`src/rtl/lane_pkg.sv`:
```
package lane_pkg;
    typedef enum logic [1:0] {
        SZ_BYTE = 2'b00,
        SZ_HALF = 2'b01,
        SZ_WORD = 2'b10,
        SZ_WIDE = 2'b11
    } acc_size_e;

    typedef enum logic {
        ST_IDLE = 1'b0,
        ST_WAIT = 1'b1
    } ld_state_e;

    // number of bytes an access of the given size touches, capped to the lane count
    function automatic int unsigned size_bytes(input logic [1:0] sz, input int unsigned lanes);
        int unsigned n;
        unique case (sz)
            SZ_BYTE: n = 1;
            SZ_HALF: n = 2;
            default: n = 4;
        endcase
        if (n > lanes) n = lanes;
        return n;
    endfunction
endpackage

```
`src/rtl/lane_store_gen.sv`:
```
module lane_store_gen
    import lane_pkg::*;
#(
    parameter int unsigned DATA_W = 32,
    localparam int unsigned LANES = DATA_W / 8,
    localparam int unsigned OFF_W = $clog2(LANES)
) (
    input  logic              is_write_i,
    input  logic [OFF_W-1:0]  off_i,
    input  logic [1:0]        size_i,
    input  logic [DATA_W-1:0] wdata_i,
    output logic              misalign_o,
    output logic [DATA_W-1:0] bus_wdata_o,
    output logic [LANES-1:0]  strb_o
);
    logic [OFF_W-1:0] size_mask;
    logic [LANES-1:0] base_mask;

    always_comb begin
        base_mask = '0;
        size_mask = '0;
        unique case (size_i)
            SZ_BYTE: begin
                base_mask = LANES'(1);
                size_mask = '0;
            end
            SZ_HALF: begin
                base_mask = LANES'(3);
                size_mask = OFF_W'(1);
            end
            default: begin
                base_mask = '1;
                size_mask = '1;
            end
        endcase
    end

    assign misalign_o = |(off_i & size_mask);

    always_comb begin
        if (is_write_i && !misalign_o)
            strb_o = base_mask << off_i;
        else
            strb_o = '0;
    end

    // each lane carries the operand byte that lands there for any legal offset
    for (genvar g = 0; g < LANES; g++) begin : g_lane
        always_comb begin
            unique case (size_i)
                SZ_BYTE: bus_wdata_o[g*8 +: 8] = wdata_i[7:0];
                SZ_HALF: bus_wdata_o[g*8 +: 8] = wdata_i[(g % 2)*8 +: 8];
                default: bus_wdata_o[g*8 +: 8] = wdata_i[g*8 +: 8];
            endcase
        end
    end
endmodule

```
`src/rtl/lane_load_ext.sv`:
```
module lane_load_ext
    import lane_pkg::*;
#(
    parameter int unsigned DATA_W = 32,
    localparam int unsigned LANES = DATA_W / 8,
    localparam int unsigned OFF_W = $clog2(LANES)
) (
    input  logic [DATA_W-1:0] rdata_i,
    input  logic [OFF_W-1:0]  off_i,
    input  logic [1:0]        size_i,
    input  logic              uns_i,
    output logic [DATA_W-1:0] data_o
);
    logic [DATA_W-1:0] shifted;
    logic              fill;

    assign shifted = rdata_i >> {off_i, 3'b000};

    always_comb begin
        fill   = 1'b0;
        data_o = shifted;
        unique case (size_i)
            SZ_BYTE: begin
                fill   = !uns_i && shifted[7];
                data_o = {{(DATA_W-8){fill}}, shifted[7:0]};
            end
            SZ_HALF: begin
                fill   = !uns_i && shifted[15];
                data_o = {{(DATA_W-16){fill}}, shifted[15:0]};
            end
            default: begin
                data_o = shifted;
            end
        endcase
    end
endmodule

```
`src/rtl/lane_load_ctx.sv`:
```
module lane_load_ctx
    import lane_pkg::*;
#(
    parameter int unsigned OFF_W = 2
) (
    input  logic             clk,
    input  logic             rst_n,
    input  logic             load_req_i,
    input  logic             rsp_valid_i,
    input  logic [OFF_W-1:0] off_i,
    input  logic [1:0]       size_i,
    input  logic             uns_i,
    output logic             pending_o,
    output logic             retire_o,
    output logic [OFF_W-1:0] ctx_off_o,
    output logic [1:0]       ctx_size_o,
    output logic             ctx_uns_o
);
    ld_state_e state_q, state_d;
    logic      capture;

    always_comb begin
        state_d = state_q;
        capture = 1'b0;
        unique case (state_q)
            ST_IDLE: begin
                if (load_req_i) begin
                    state_d = ST_WAIT;
                    capture = 1'b1;
                end
            end
            ST_WAIT: begin
                if (rsp_valid_i) state_d = ST_IDLE;
            end
        endcase
    end

    always_ff @(posedge clk or negedge rst_n) begin
        if (!rst_n) state_q <= ST_IDLE;
        else        state_q <= state_d;
    end

    always_ff @(posedge clk or negedge rst_n) begin
        if (!rst_n) begin
            ctx_off_o  <= '0;
            ctx_size_o <= SZ_BYTE;
            ctx_uns_o  <= 1'b0;
        end else if (capture) begin
            ctx_off_o  <= off_i;
            ctx_size_o <= size_i;
            ctx_uns_o  <= uns_i;
        end
    end

    assign pending_o = (state_q == ST_WAIT);
    assign retire_o  = (state_q == ST_WAIT) && rsp_valid_i;
endmodule

```
`src/rtl/lsu_lane_align.sv`:
```
module lsu_lane_align
    import lane_pkg::*;
#(
    parameter int unsigned ADDR_W = 32,
    parameter int unsigned DATA_W = 32,
    localparam int unsigned LANES = DATA_W / 8,
    localparam int unsigned OFF_W = $clog2(LANES)
) (
    input  logic              clk,
    input  logic              rst_n,
    input  logic              req_valid,
    input  logic              req_write,
    input  logic [ADDR_W-1:0] req_addr,
    input  logic [1:0]        req_size,
    input  logic              req_unsigned,
    input  logic [DATA_W-1:0] req_wdata,
    output logic [ADDR_W-1:0] bus_addr,
    output logic [DATA_W-1:0] bus_wdata,
    output logic [LANES-1:0]  bus_strb,
    output logic              misaligned,
    output logic              load_pending,
    input  logic              rsp_valid,
    input  logic [DATA_W-1:0] rsp_rdata,
    output logic              ld_valid,
    output logic [DATA_W-1:0] ld_data
);
    logic [OFF_W-1:0]  off;
    logic              mis_raw;
    logic              retire;
    logic [OFF_W-1:0]  ctx_off;
    logic [1:0]        ctx_size;
    logic              ctx_uns;
    logic [DATA_W-1:0] ext_data;

    assign off        = req_addr[OFF_W-1:0];
    assign bus_addr   = {req_addr[ADDR_W-1:OFF_W], {OFF_W{1'b0}}};
    assign misaligned = req_valid && mis_raw;

    lane_store_gen #(.DATA_W(DATA_W)) u_store (
        .is_write_i  (req_valid && req_write),
        .off_i       (off),
        .size_i      (req_size),
        .wdata_i     (req_wdata),
        .misalign_o  (mis_raw),
        .bus_wdata_o (bus_wdata),
        .strb_o      (bus_strb)
    );

    lane_load_ctx #(.OFF_W(OFF_W)) u_ctx (
        .clk         (clk),
        .rst_n       (rst_n),
        .load_req_i  (req_valid && !req_write && !mis_raw),
        .rsp_valid_i (rsp_valid),
        .off_i       (off),
        .size_i      (req_size),
        .uns_i       (req_unsigned),
        .pending_o   (load_pending),
        .retire_o    (retire),
        .ctx_off_o   (ctx_off),
        .ctx_size_o  (ctx_size),
        .ctx_uns_o   (ctx_uns)
    );

    lane_load_ext #(.DATA_W(DATA_W)) u_ext (
        .rdata_i (rsp_rdata),
        .off_i   (ctx_off),
        .size_i  (ctx_size),
        .uns_i   (ctx_uns),
        .data_o  (ext_data)
    );

    always_ff @(posedge clk or negedge rst_n) begin
        if (!rst_n) begin
            ld_valid <= 1'b0;
            ld_data  <= '0;
        end else begin
            ld_valid <= retire;
            if (retire) ld_data <= ext_data;
        end
    end
endmodule

```
`config.mk`:
```
export PLATFORM = sky130hd
export DESIGN_NAME = lsu_lane_align
export DESIGN_NICKNAME = d
export VERILOG_FILES = /design/src/rtl/lane_pkg.sv /design/src/rtl/lane_store_gen.sv /design/src/rtl/lane_load_ext.sv /design/src/rtl/lane_load_ctx.sv /design/src/rtl/lsu_lane_align.sv
export SDC_FILE = /design/constraint.sdc
export NUM_CORES = 1
export LEC_CHECK = 0
export BUFFER_PORTS_ARGS = -buffer_cell sky130_fd_sc_hd__clkbuf_2
export CAP_MARGIN = 15
export CORE_AREA = 3 3 108 110
export DETAILED_ROUTE_END_ITERATION = 10
export DIE_AREA = 0 0 111 113
export SETUP_SLACK_MARGIN = 0.15
export SKIP_LAST_GASP = 1
export SYNTH_ARGS = -nofsm -noshare
export SYNTH_HDL_FRONTEND = slang
export SYNTH_HIERARCHICAL = 1
export SYNTH_SLANG_ARGS = --single-unit
```
`constraint.sdc`:
```
create_clock -name clk -period 3.9 [get_ports clk]
set_input_delay 0.78 -clock clk [delete_from_list [all_inputs] [get_ports clk]]
set_output_delay 0.78 -clock clk [all_outputs]
set_load 0.03 [all_outputs]
```
==> results.toml <==
[route]
wl_met2_um = 4690
drtAntennaViolNets = 0
vias = 2503
routed_wl_um = 9210
avgRoutedWirePerCell_um = 17.6
wl_met1_um = 3560
dr_wl_met3_um = 730
drc_errors = 0
first_pass_iters = 4
initialDrtViolationCount = 122
routed.top_layer = "met4"
via_per_inst = 4.78

[flow_run]
maxCapViolCount = 0

[worst_setup_path]
cp_max_fo = 32
r2r-start = "u_ctx/ctx_off_o[1]$_DFFE_PN0P_"
reg2reg_depth = 4
endpoint = "bus_wdata[15]"
critPathLaunchType = "input port"
crit_slowest_cell = "clkbuf_2"
arrival_ns = 2.07
timing.rr.end = "ld_data[10]$_DFFE_PN0P_"
reg2reg_slack_ns = 1.40
cpMostUsedCell = "clkbuf_2"
path_depth = 4
cp.required_ns = 3.12
cpPeakStageDelay_ns = 0.37
crit_start = "req_size[1]"
critPathKind = "input port to output port"
critPathCaptureType = "output port"
path_cells = "clkbuf_2 > nor2_4 > mux2_2 > clkbuf_2"
critical_path_buf_inv_count = 2
crit_family = "buffers and inverters"

[finish]
fill_cells = 1115
area_delta_synth_final_pct = 17.0
layout_commonest_cell = "clkbuf_2"
diodes = 0
mostFrequentLayoutCells = "clkbuf_2 (144), dfrtp_1 (39), mux2_4 (37), mux2i_1 (24), a21oi_1 (23)"
drive_above_1_share_pct = 58.9
stdcell_count = 524
final_nets = 487

[die]
rows = 38
die_h_um = 113
start_util_pct = 29.7
die-area_mm2 = 0.0125
die_width_um = 111
core_region_area_mm2 = 0.0108
num_io_pins = 207

[clock_tree]
cts_root_buffer = "clkbuf_8"
cts-buffers-inserted = 5
htree_levels = 2
insertion_delay_ns = 0.30
cts_tree = "done"
cts_resized = 0
cts_setup_buffers = 0
path_clk_slew_ns = 0.07
cts_max_path_buffers = 2
cts_sinks = 39
cts_hold_buf = 0

[sta]
finalCriticalPeriod_ns = 2.85
final.period_utilization_pct = 73.1
max_freq_mhz = 351
finalClockSkew_ns = 0.00970
slew_headroom_pct = 24.5
slew_violations = 0
layout_setup_ws_ns = 1.05
rsz0062_at_grt = "no"
worst_pin_slew_ns = 1.13
finalSetupViolations = 0
finalSetupTns_ns = 0
hold_viol = 0

[synthesis]
synthTopCellsByArea = "dfrtp_1 (30%), mux2_4 (17%), buf_4 (10%)"
synth_top_area_cell = "dfrtp_1"
ys_seq_elements = 39
syn-cell-area_mm2 = 0.00321
synth_top_area_share_pct = 30.4
ys_seq_area_share_pct = 30.4
syn_avg_cell_area_um2 = 11.1
yosysWarnings = 6
synthCells = 290
ys_types = 39

[pwr]
vdd.ir_drop.worst_mv = 0.332
power_density_mw_per_mm2 = 661
power_leakage_nw = 1.87

[placement]
place.port_buffers = 144
dp_cells = 516
hpwl_um = 7360
gp_congestion = 0.869
place_ws_ns = 1.05

[global_route]
grt_usage_pct = 14.4
antenna_found_initial = 0
grt_pass1_vias = 2574
grt_max_degree = 40
grt-ovfl-total = 0
grt_pass1_wl_um = 14300

[worst_hold_path]
hold_path_class = "flop to flop"
hp-start = "ld_data[5]$_DFFE_PN0P_"

[outcome]
status = "finished clean"
==> cell type report <==
type                            count  area [um2]  share of cell area (%)
Timing Repair Buffer              145         728                    19.4
Clock inverter                      2        60.1                    1.60
Sequential cell                    39         976                    26.0
Tap cell                          140         175                    4.67
Clock buffer                        6        72.6                    1.93
Multi-Input combinational cell    191        1740                    46.3
Inverter                            1        3.75                   0.100
==> power by group <==
| group | internal (mW) | switching (mW) | leakage, nW | total, mW |
|---|---|---|---|---|
| Combinational | 0.555 | 0.785 | 1.32 | 1.34 |
| Sequential | 0.584 | 0.152 | 0.483 | 0.736 |
| Clock | 0.256 | 0.150 | 0.0654 | 0.406 |
| Total | 1.40 | 1.09 | 1.87 | 2.48 |
==> cells in the mapped netlist, drive strengths merged <==
master and n:
xor2 1, and4bb 1, o221ai 1, mux2i 24
nand2b 1, or2 9, inv 1, a32o 1
a21oi 23, nor2 8, nand2 9, a21o 1
o22ai 8, and3b 1, mux2 56, a221oi 1
clkbuf 3, conb 1, xnor2 2, dfrtp 39
a211oi 7, and2b 1, nor2b 10, buf 57
o2bb2ai 8, o21ai 9, nor3 1, and2 4
nor3b 2
==> worst min path at each step <==
stage                               to  slack (ns)  cells past startpoint
5_1_grt        ld_data[31]$_DFFE_PN0P_        0.53                      1
4_1_cts         ld_data[5]$_DFFE_PN0P_        0.52                      1
3_3_place_gp   ld_data[25]$_DFFE_PN0P_        0.49                      1
6_report        ld_data[5]$_DFFE_PN0P_        0.51                      1
3_5_place_dp    ld_data[6]$_DFFE_PN0P_        0.50                      1
2_1_floorplan   ld_data[0]$_DFFE_PN0P_        0.48                      0
==> state kept, by name, indices dropped and copies added (netlist names) <==
name and count:
ld_valid 1, u_ctx/ctx_off_o 2, u_ctx/ctx_size_o 2, ld_data 32
u_ctx/ctx_uns_o 1, u_ctx/pending_o 1
==> logic make-up (layout without fill, tap and decap cells) <==
logic type	count (synthesis)	after routing	synth area share (%)
compound gates	59	59	12.6
xor+xnor	3	3	0.819
buf+inv	61	154	15.6
flops	39	39	30.4
mux	80	80	31.4
other cells	1	2	0.117
simple gates	47	47	9.04
==> metal layers <==
| layer | vias up | global-route usage [%] |
|---|---|---|
| met3 | 21 | 3.74 |
| li1 | 1187 | - |
| met2 | 124 | 26.1 |
| met1 | 1171 | 16.3 |
| met4 | 0 | 5.09 |
| met5 | - | 0 |
==> metrics by stage <==
step	power [mW]	utilization (%)	instance area, um2	hold slack (ns)
detailed placement	2.10	33.6	3620	0.496
global placement	2.08	33.6	3620	0.492
global route	2.63	34.8	3750	0.534
floorplan	1.80	-	3210	0.484
CTS	2.51	34.8	3750	0.518
finish	2.48	34.8	3750	0.512
Power figures use the tool's default switching activity.
